--- config.mk ---
export PLATFORM = sky130hd
export DESIGN_NAME = ilv_mem
export DESIGN_NICKNAME = d
export VERILOG_FILES = /design/src/rtl/ilv_mem_pkg.sv /design/src/rtl/ilv_bank.sv /design/src/rtl/ilv_wbuf.sv /design/src/rtl/ilv_ctrl.sv /design/src/rtl/ilv_stream.sv /design/src/rtl/ilv_mem.sv
export SDC_FILE = /design/constraint.sdc
export NUM_CORES = 1
export LEC_CHECK = 0
export BUFFER_PORTS_ARGS = -buffer_cell sky130_fd_sc_hd__buf_2
export CAP_MARGIN = 20
export CORE_ASPECT_RATIO = 1.25
export CORE_MARGIN = 2
export CORE_UTILIZATION = 54
export DETAILED_ROUTE_END_ITERATION = 16
export GPL_ROUTABILITY_DRIVEN = 0
export GPL_TIMING_DRIVEN = 1
export HOLD_SLACK_MARGIN = 0.15
export PLACE_DENSITY = 0.7
export SYNTH_ARGS = -nofsm -noshare
export SYNTH_HDL_FRONTEND = slang
export SYNTH_SLANG_ARGS = --single-unit
--- constraint.sdc ---
create_clock -name clk -period 10.4 [get_ports clk]
set_input_delay 2.08 -clock clk [delete_from_list [all_inputs] [get_ports clk]]
set_output_delay 2.08 -clock clk [all_outputs]
set_load 0.02 [all_outputs]
--- src/rtl/ilv_mem_pkg.sv ---
package ilv_mem_pkg;
  typedef enum logic [1:0] {
    BANK_IDLE  = 2'd0,
    BANK_READ  = 2'd1,
    BANK_WRITE = 2'd2
  } bank_op_e;
endpackage

--- src/rtl/ilv_bank.sv ---
module ilv_bank #(
  parameter int ROW_BITS = 4,
  parameter int DATA_W   = 8,
  parameter int LAT      = 3
) (
  input  logic                clk,
  input  logic                wr,
  input  logic                rd,
  input  logic [ROW_BITS-1:0] row,
  input  logic [DATA_W-1:0]   wdata,
  output logic [DATA_W-1:0]   rdata
);
  localparam int DEPTH = 1 << ROW_BITS;

  logic [DATA_W-1:0] mem   [DEPTH];
  logic [DATA_W-1:0] stage [LAT];

  // One access per cycle; the read result then walks LAT-1 delay stages,
  // so it appears LAT edges after the access.
  always_ff @(posedge clk) begin
    if (wr) mem[row] <= wdata;
    if (rd) stage[0] <= mem[row];
    for (int s = 1; s < LAT; s++) stage[s] <= stage[s-1];
  end

  assign rdata = stage[LAT-1];
endmodule

--- src/rtl/ilv_wbuf.sv ---
module ilv_wbuf #(
  parameter int BANK_BITS = 2,
  parameter int ROW_BITS  = 4,
  parameter int DATA_W    = 8
) (
  input  logic                          clk,
  input  logic                          rst,
  input  logic                          wr_en,
  input  logic [DATA_W-1:0]             wr_data,
  input  logic [ROW_BITS-1:0]           wr_row,
  input  logic                          commit,
  output logic                          full,
  output logic [ROW_BITS-1:0]           row_q,
  output logic [(DATA_W<<BANK_BITS)-1:0] data_flat
);
  localparam int NB = 1 << BANK_BITS;

  logic [BANK_BITS-1:0] slot;
  logic [DATA_W-1:0]    words [NB];
  logic                 take;

  assign take = wr_en && !full;

  always_ff @(posedge clk) begin
    if (rst) begin
      slot <= '0;
      full <= 1'b0;
    end else if (commit) begin
      full <= 1'b0;
    end else if (take) begin
      if (slot == BANK_BITS'(NB-1)) begin
        full <= 1'b1;
        slot <= '0;
      end else begin
        slot <= slot + 1'b1;
      end
    end
  end

  always_ff @(posedge clk) begin
    if (take) begin
      words[slot] <= wr_data;
      if (slot == BANK_BITS'(NB-1)) row_q <= wr_row;
    end
  end

  for (genvar b = 0; b < NB; b++) begin : g_flat
    assign data_flat[b*DATA_W +: DATA_W] = words[b];
  end
endmodule

--- src/rtl/ilv_ctrl.sv ---
module ilv_ctrl
  import ilv_mem_pkg::*;
#(
  parameter int NB  = 4,
  parameter int LAT = 3
) (
  input  logic     clk,
  input  logic     rst,
  input  logic     rd_req,
  input  logic     buf_full,
  output logic     rd_ready,
  output bank_op_e op,
  output logic     arrive
);
  localparam int GW = $clog2(NB + 1);

  logic [GW-1:0]  gap;
  logic [LAT-1:0] vpipe;

  assign rd_ready = (gap == '0) && !buf_full;
  assign arrive   = vpipe[LAT-1];

  // A pending row write wins the bank slot over a read.
  always_comb begin
    if (gap != '0)     op = BANK_IDLE;
    else if (buf_full) op = BANK_WRITE;
    else if (rd_req)   op = BANK_READ;
    else               op = BANK_IDLE;
  end

  always_ff @(posedge clk) begin
    if (rst) begin
      gap   <= '0;
      vpipe <= '0;
    end else begin
      if (op != BANK_IDLE) gap <= GW'(NB-1);
      else if (gap != '0)  gap <= gap - 1'b1;
      vpipe <= (vpipe << 1) | LAT'(op == BANK_READ);
    end
  end
endmodule

--- src/rtl/ilv_stream.sv ---
module ilv_stream #(
  parameter int BANK_BITS = 2,
  parameter int DATA_W    = 8
) (
  input  logic                           clk,
  input  logic                           rst,
  input  logic                           arrive,
  input  logic [(DATA_W<<BANK_BITS)-1:0] bank_data,
  output logic                           out_valid,
  output logic [BANK_BITS-1:0]           out_bank,
  output logic [DATA_W-1:0]              out_data
);
  localparam int NB = 1 << BANK_BITS;

  logic [(DATA_W<<BANK_BITS)-1:0] mdr;
  logic                           act;
  logic [BANK_BITS-1:0]           idx;

  always_ff @(posedge clk) begin
    if (rst) begin
      act       <= 1'b0;
      idx       <= '0;
      out_valid <= 1'b0;
    end else begin
      out_valid <= act;
      if (act) begin
        idx <= idx + 1'b1;
        if (idx == BANK_BITS'(NB-1)) act <= 1'b0;
      end
      // A new row may land on the edge that sends the last word.
      if (arrive) begin
        act <= 1'b1;
        idx <= '0;
      end
    end
  end

  always_ff @(posedge clk) begin
    if (arrive) mdr <= bank_data;
    if (act) begin
      out_data <= mdr[idx*DATA_W +: DATA_W];
      out_bank <= idx;
    end
  end
endmodule

--- src/rtl/ilv_mem.sv ---
module ilv_mem
  import ilv_mem_pkg::*;
#(
  parameter int BANK_BITS = 2,
  parameter int ROW_BITS  = 4,
  parameter int DATA_W    = 8,
  parameter int LAT       = 3
) (
  input  logic                 clk,
  input  logic                 rst,
  input  logic                 rd_req,
  input  logic [ROW_BITS-1:0]  rd_row,
  output logic                 rd_ready,
  input  logic                 wr_en,
  input  logic [ROW_BITS-1:0]  wr_row,
  input  logic [DATA_W-1:0]    wr_data,
  output logic                 wr_ready,
  output logic                 out_valid,
  output logic [BANK_BITS-1:0] out_bank,
  output logic [DATA_W-1:0]    out_data
);
  localparam int NB     = 1 << BANK_BITS;
  localparam int FLAT_W = NB * DATA_W;

  bank_op_e            op;
  logic                arrive;
  logic                wb_full;
  logic [ROW_BITS-1:0] wb_row;
  logic [ROW_BITS-1:0] bank_row;
  logic [FLAT_W-1:0]   wb_data;
  logic [FLAT_W-1:0]   bank_q;

  assign wr_ready = !wb_full;
  assign bank_row = (op == BANK_WRITE) ? wb_row : rd_row;

  ilv_ctrl #(.NB(NB), .LAT(LAT)) u_ctrl (
    .clk(clk), .rst(rst), .rd_req(rd_req), .buf_full(wb_full),
    .rd_ready(rd_ready), .op(op), .arrive(arrive)
  );

  ilv_wbuf #(.BANK_BITS(BANK_BITS), .ROW_BITS(ROW_BITS), .DATA_W(DATA_W)) u_wbuf (
    .clk(clk), .rst(rst), .wr_en(wr_en), .wr_data(wr_data), .wr_row(wr_row),
    .commit(op == BANK_WRITE), .full(wb_full), .row_q(wb_row), .data_flat(wb_data)
  );

  for (genvar b = 0; b < NB; b++) begin : g_bank
    ilv_bank #(.ROW_BITS(ROW_BITS), .DATA_W(DATA_W), .LAT(LAT)) u_bank (
      .clk(clk), .wr(op == BANK_WRITE), .rd(op == BANK_READ), .row(bank_row),
      .wdata(wb_data[b*DATA_W +: DATA_W]), .rdata(bank_q[b*DATA_W +: DATA_W])
    );
  end

  ilv_stream #(.BANK_BITS(BANK_BITS), .DATA_W(DATA_W)) u_stream (
    .clk(clk), .rst(rst), .arrive(arrive), .bank_data(bank_q),
    .out_valid(out_valid), .out_bank(out_bank), .out_data(out_data)
  );
endmodule

==> flow_metrics.tcl, run 1 <==
set metrics [dict create \
    status "completed" \
    setup_viol 0 \
    dieArea_mm2 0.0548 \
    post-dp-hpwl_um 36900 \
    htreeDepth 3 \
    tritoncts "built" \
    top_layer "met4" \
    grt_util_all_layers_pct 26.0 \
    synth_warnings 0 \
    p_int_uw 4650 \
    num_vias 15200 \
    synth_top_cell_by_area "edfxtp_1" \
    grt_pass1_vias 15800 \
    synthCells 1480 \
    yosys.area.top_type_share_pct 65.4 \
    cp-end-kind "register" \
    ys_ff_latch 699 \
    n_antenna_cell 0 \
    die_h_um 261 \
    seqPwrFrac_pct 54.6 \
    synth_area_leaders "edfxtp_1 65%, mux4_2 16%, dfxtp_1 5.4%" \
    p_clk_share_pct 41.0 \
    postPlaceCellArea_mm2 0.0296 \
    io-pin-count 33 \
    grt_max_degree 137 \
    fin_area_mm2 0.0318 \
    portBuffers 32 \
    cts_root_buf "clkbuf_16" \
    grt_pass1_wl_um 102000 \
    insertion_delay_ns 0.60 \
    synth_sequential_area_ratio_pct 70.8 \
    syn_nets 1507 \
    crit_fanout 66 \
    met2_wirelength_um 34200 \
    cts_resized 0 \
    fp-row-count 94 \
    synth.avg_cell_area_um2 19.3 \
    initial_utilization_pct 54.5 \
    first_pass_iters 5 \
    wl_um 69300 \
    finClkSkew_ns 0.0180 \
    cts_made_buffers 67 \
    switching_share_pct 21.0 \
    met1_length_um 26200 \
    p_comb_share_pct 4.5 \
    coreArea_mm2 0.0525 \
    p_sw_uw 1240 \
    drt_iter0_drc 1588 \
    leakage_uw 0.0104 \
    cp_data_required_time_ns 10.72 \
    yosysMostFrequentCell "edfxtp_1" \
    fin_hold_ws_ns 0.322 \
    synthArstFlopShare_pct 0 \
    ant_nets 0 \
    cp-start-kind "input pin" \
    grt-ovfl-total 0 \
    crit_type "in2reg" \
    synth_edf_count 622 \
    fmax_ghz 0.235 \
    power_density_mw_per_mm2 185 \
    die_w_um 210 \
    dominantRegCellSynth "edfxtp_1" \
    postCtsSetupBuffers 0 \
    holdBufCountCts 0 \
    relSlewSlack_pct 29.1 \
    finalHoldViolCount 0 \
    dr_wl_met3_um 6150 \
    drv_slew 0 \
    ys_top_cells_by_count "622 x edfxtp_1, 200 x mux4_2, 77 x dfxtp_1, 67 x clkbuf_1" \
    period_share_pct 41.0 \
    hold_class "reg2reg" \
    clock_sinks 699 \
    clk_path_buf_depth 3 \
    timing.final.crit_period_ns 4.26 \
    synth.distinct_cells 39 \
    rsz0062_at_grt "no" \
    drive_gt1_share_pct 25.8 \
    tightestPinTransition_ns 1.06 \
    detail_route.wl_per_cell_um 31.0 \
    area_growth_pct 11.3 \
    path_clk_slew_ns 0.06 \
    antenna_found_initial 3 \
    drc 0 \
    nFillCells 3681 \
    arrival_ns 4.58 \
    finalSetupTns_ns 0 \
    syn-cell-area_mm2 0.0286 \
    maxCapViolations 0 \
    viasPerCell 6.81 \
    fin_nets 1537 \
    vdd_drop_max_mv 0.123 \
]
-- worst max-delay path, cell delays in order --
cell	delay [ns]
buf_6	0.56
buf_4	0.81
a211oi_1	0.15
a2111oi_0	0.72
o32ai_1	0.19
-- layout make-up --
type                    count  area, um^2  area share, %
flip-flops and latches    699       20200           63.6
multi-input cells         627        7830           24.6
clock buffers              95        2050           6.46
well taps                 672         841           2.64
repair buffers             75         548           1.72
clock inverters            27         153          0.480
inverters                  40         150          0.472
-- placed cells by master, fill, tap and decap left out, types with 8 or more instances in the layout --
cell type	n
dfxtp_1	77
buf_4	39
clkinv_1	8
inv_1	40
a211oi_1	32
nor2_1	9
and3_1	32
o22ai_1	32
a2111oi_0	32
edfxtp_1	622
clkbuf_1	12
o221ai_1	32
clkinv_2	17
clkbuf_16	77
buf_2	30
o32ai_1	32
nor2_4	9
mux4_2	200
nand2_1	65
a221o_1	32
mux2i_1	65
-- through the flow --
| step | utilization, % | power, uW | cells | setup slack, ns |
|---|---|---|---|---|
| after global routing | 60.6 | 6050 | 2235 | 5.97 |
| after global placement | 56.3 | 3520 | 2111 | 5.45 |
| after floorplan | - | 3410 | 1480 | 5.51 |
| after CTS | 60.6 | 5910 | 2235 | 6.10 |
| after detailed placement | 56.4 | 3540 | 2113 | 5.50 |
| final | 60.6 | 5890 | 2235 | 6.14 |
-- flip-flops by register name (all words and copies together) (netlist names) --
| name | count |
|---|---|
| u_wbuf.slot | 2 |
| g_bank.u_bank.mem | 512 |
| u_stream.out_data | 8 |
| g_bank.u_bank.stage | 96 |
| u_wbuf.row_q | 4 |
| u_stream.out_valid | 1 |
| u_ctrl.gap | 3 |
| u_stream.idx | 2 |
| u_wbuf.words | 32 |
| u_ctrl.vpipe | 3 |
| u_wbuf.full | 1 |
| u_stream.mdr | 32 |
| u_stream.act | 1 |
| u_stream.out_bank | 2 |
-- metal layers --
metal | track usage (%) | vias up
met4 | 11.6 | 0
met2 | 42.8 | 778
met3 | 5.43 | 145
met1 | 33.8 | 7976
li1 | - | 6317
met5 | 0 | -
-- kinds of logic (layout without fill, tap and decap cells) --
kind of cell / count (synthesis) / after routing / share of synthesized area, %
compound gates: 203 / 203 / 5.84
xor+xnor: 1 / 1 / 0.0307
fa+ha+maj: 7 / 7 / 0.307
buf+inv: 154 / 237 / 2.34
flops: 699 / 699 / 70.8
mux: 267 / 267 / 18.1
simple gates: 149 / 149 / 2.55
-- final timing paths --
path | depth (start not counted) | startpoint | to | slack [ns]
worst max register to register | 7 | u_ctrl.gap[0] | g_bank[3].u_bank.stage[0][3] | 6.90
worst max-delay path | 5 | rd_row[0] | g_bank[2].u_bank.stage[0][2] | 6.14
worst min-delay path | 0 | g_bank[0].u_bank.stage[1][5] | g_bank[0].u_bank.stage[2][5] | 0.32
worst min register to register | 0 | g_bank[0].u_bank.stage[1][5] | g_bank[0].u_bank.stage[2][5] | 0.32
-- power by group through the flow --
stage          sequential, uW  clock (uW)  combinational [uW]
3_5_place_dp             3270           0                 262
3_3_place_gp             3270           0                 254
4_1_cts                  3210        2440                 263
2_1_floorplan            3240           0                 174
5_1_grt                  3220        2550                 278
6_report                 3210        2410                 263
Note: power is estimated with default switching activity, not from simulation.
==> run 2, diff against run 1 <==
==> constraint.sdc (replaced) <==
create_clock -name clk -period 4.1 [get_ports clk]
set_input_delay 0.82 -clock clk [delete_from_list [all_inputs] [get_ports clk]]
set_output_delay 0.82 -clock clk [all_outputs]
set_load 0.02 [all_outputs]
==> run 2 against run 1 <==
Compared with the run above: non-clock buffer count up 18; cell count up 0.67%; routed wire length down 2.3%; clock power up 140%; critical path depth up 3; power up 150%; die area unchanged; combinational power rose to 2.6 times the previous value; sequential share of layout area down 0.19 points; setup slack worse by 5.2 ns; via count up 0.61%; register-to-register slack worse by 6.0 ns.
==> flow_metrics.tcl, run 2 (synthesized netlist as in run 1, its figures left out) <==
set metrics [dict create \
    grt_pass1_wl_um 100000 \
    clk_path_buf_depth 3 \
    crit_path_start "u_ctrl.gap[0]" \
    cp_data_required_time_ns 4.42 \
    tritoncts "built" \
    first_pass_iters 7 \
    finalHoldViolCount 0 \
    grt-busiest-layer "met2" \
    holdBufCountCts 0 \
    max_stage_delay_ns 0.73 \
    drv_slew 0 \
    fmax_ghz 0.313 \
    tightestPinTransition_ns 1.12 \
    cp-start-kind "register" \
    crit_type "reg2reg" \
    fin_nets 1554 \
    dp_cells 2131 \
    worstHoldStart "g_bank[0].u_bank.stage[1][5]" \
    grtUsageMet2_pct 42.2 \
    io-pin-count 33 \
    cp-end-kind "register" \
    reg2reg_slack_ns 0.90 \
    rr_worst_depth 8 \
    finClkSkew_ns 0.0264 \
    drt_iter0_drc 1651 \
    crit_fanout 17 \
    detail_route.wl_per_cell_um 30.1 \
    cts_root_buf "clkbuf_16" \
    relSlewSlack_pct 25.2 \
    portBuffers 32 \
    setup_viol 0 \
    ant_nets 0 \
    arrival_ns 3.52 \
    regArea_mm2 0.0202 \
    num_vias 15300 \
    dieArea_mm2 0.0548 \
    clock_sinks 699 \
    leakage_uw 0.0104 \
    vdd_drop_max_mv 0.297 \
    fp-row-count 94 \
    drive_gt1_share_pct 25.7 \
    htreeDepth 3 \
    grt-ovfl-total 0 \
    largest-register "g_bank.u_bank.mem" \
    r2r-end "g_bank[0].u_bank.stage[0][3]" \
    cts_made_buffers 66 \
    use_met3_pct 5.06 \
    grt_pass1_vias 15800 \
    cts_resized 0 \
    status "completed" \
    maxCapViolations 0 \
    crit_chain "inv_1 -> ha_1 -> and4b_1 -> a21o_1 -> buf_12 -> a2111oi_0 -> buf_4 -> o32ai_1" \
    viasPerCell 6.80 \
    path_clk_slew_ns 0.06 \
    largest_register_ffs 512 \
    top_regs "g_bank.u_bank.mem (512), g_bank.u_bank.stage (96)" \
    antenna_found_initial 3 \
    fin_cells 2250 \
    postCtsSetupBuffers 0 \
    die_w_um 210 \
    die_h_um 261 \
    post-dp-hpwl_um 38700 \
    regToRegStartpoint "u_ctrl.gap[0]" \
    finalSetupTns_ns 0 \
    timing.final.crit_period_ns 3.20 \
    grt_use_met1_pct 33.4 \
    period_share_pct 78.0 \
    insertion_delay_ns 0.60 \
    rsz0062_at_grt "no" \
    initial_utilization_pct 54.5 \
    drc 0 \
    multiInputGateArea_mm2 0.00783 \
    coreArea_mm2 0.0525 \
    grt_util_all_layers_pct 25.3 \
    crit_path_top_delay_cell "a2111oi_0" \
    nFillCells 3708 \
    final_common_cell "edfxtp_1" \
    area_growth_pct 11.6 \
    power_density_mw_per_mm2 458 \
    hold_class "reg2reg" \
    mostFrequentLayoutCells "622 x edfxtp_1, 200 x mux4_2, 77 x dfxtp_1" \
    grt_max_degree 136 \
    critPathCapture "g_bank[0].u_bank.stage[0][3]" \
    wl_um 67700 \
]
run 2: cell count changes in the layout (fill, tap and decap cells not counted), moves of 2 or more:
cell / previous run / this run
inv_6: 0 / 2
clkinv_2: 17 / 8
clkinv_1: 8 / 11
buf_12: 2 / 16
clkbuf_16: 77 / 69
nor3_4: 2 / 0
nor3_2: 6 / 8
clkbuf_1: 12 / 21
buf_4: 39 / 45
run 2: layer usage:
metal / wire, um / share of wire, %
met4: 2120 / 3.1
met2: 34000 / 50
met1: 25200 / 37
met5: 18 / 0.027
met3: 6330 / 9.3
run 2: final cells by class:
| type | count | share of cell area [%] |
|---|---|---|
| Tap cell | 672 | 2.64 |
| Inverter | 40 | 0.471 |
| Clock inverter | 22 | 0.404 |
| Multi-Input combinational cell | 627 | 24.5 |
| Timing Repair Buffer | 93 | 2.61 |
| Clock buffer | 96 | 5.92 |
| Antenna cell | 1 | 0.00785 |
| Sequential cell | 699 | 63.4 |
run 2: worst min path at each step:
stage | end | slack (ns) | cells after the start
2_1_floorplan | g_bank[0].u_bank.stage[2][0] | 0.31 | 0
4_1_cts | g_bank[0].u_bank.stage[2][5] | 0.32 | 0
3_5_place_dp | g_bank[0].u_bank.stage[2][4] | 0.31 | 0
5_1_grt | g_bank[0].u_bank.stage[2][5] | 0.31 | 0
6_report | g_bank[0].u_bank.stage[2][5] | 0.31 | 0
3_3_place_gp | g_bank[0].u_bank.stage[2][4] | 0.31 | 0
run 2: power breakdown:
part	switching, uW	total [uW]	internal (uW)	leakage [uW]
sequential	146	8140	8000	0.00625
clock	2520	5780	3260	0.000990
combinational	413	675	261	0.00317
run 2: stage by stage:
step,area (um^2),hold slack (ns),total power (uW),setup WS (ns),util (%)
finish,31900,0.309,14600,0.902,60.8
global route,31900,0.313,15000,0.798,60.8
detailed placement,29900,0.312,8960,0.842,56.9
CTS,31900,0.316,14700,0.971,60.8
global placement,29900,0.310,8940,0.856,56.9
floorplan,28600,0.310,8660,0.0157,-
run 2: worst max-delay path: cells and delay by family (launching register included):
| family | cells | cell delay, ns |
|---|---|---|
| adders and majority gates | 1 | 0.30 |
| and+or+nand+nor | 1 | 0.46 |
| buffers and inverters | 3 | 0.56 |
| DFF | 1 | 0.34 |
| AOI/OAI and AO/OA | 3 | 1.27 |
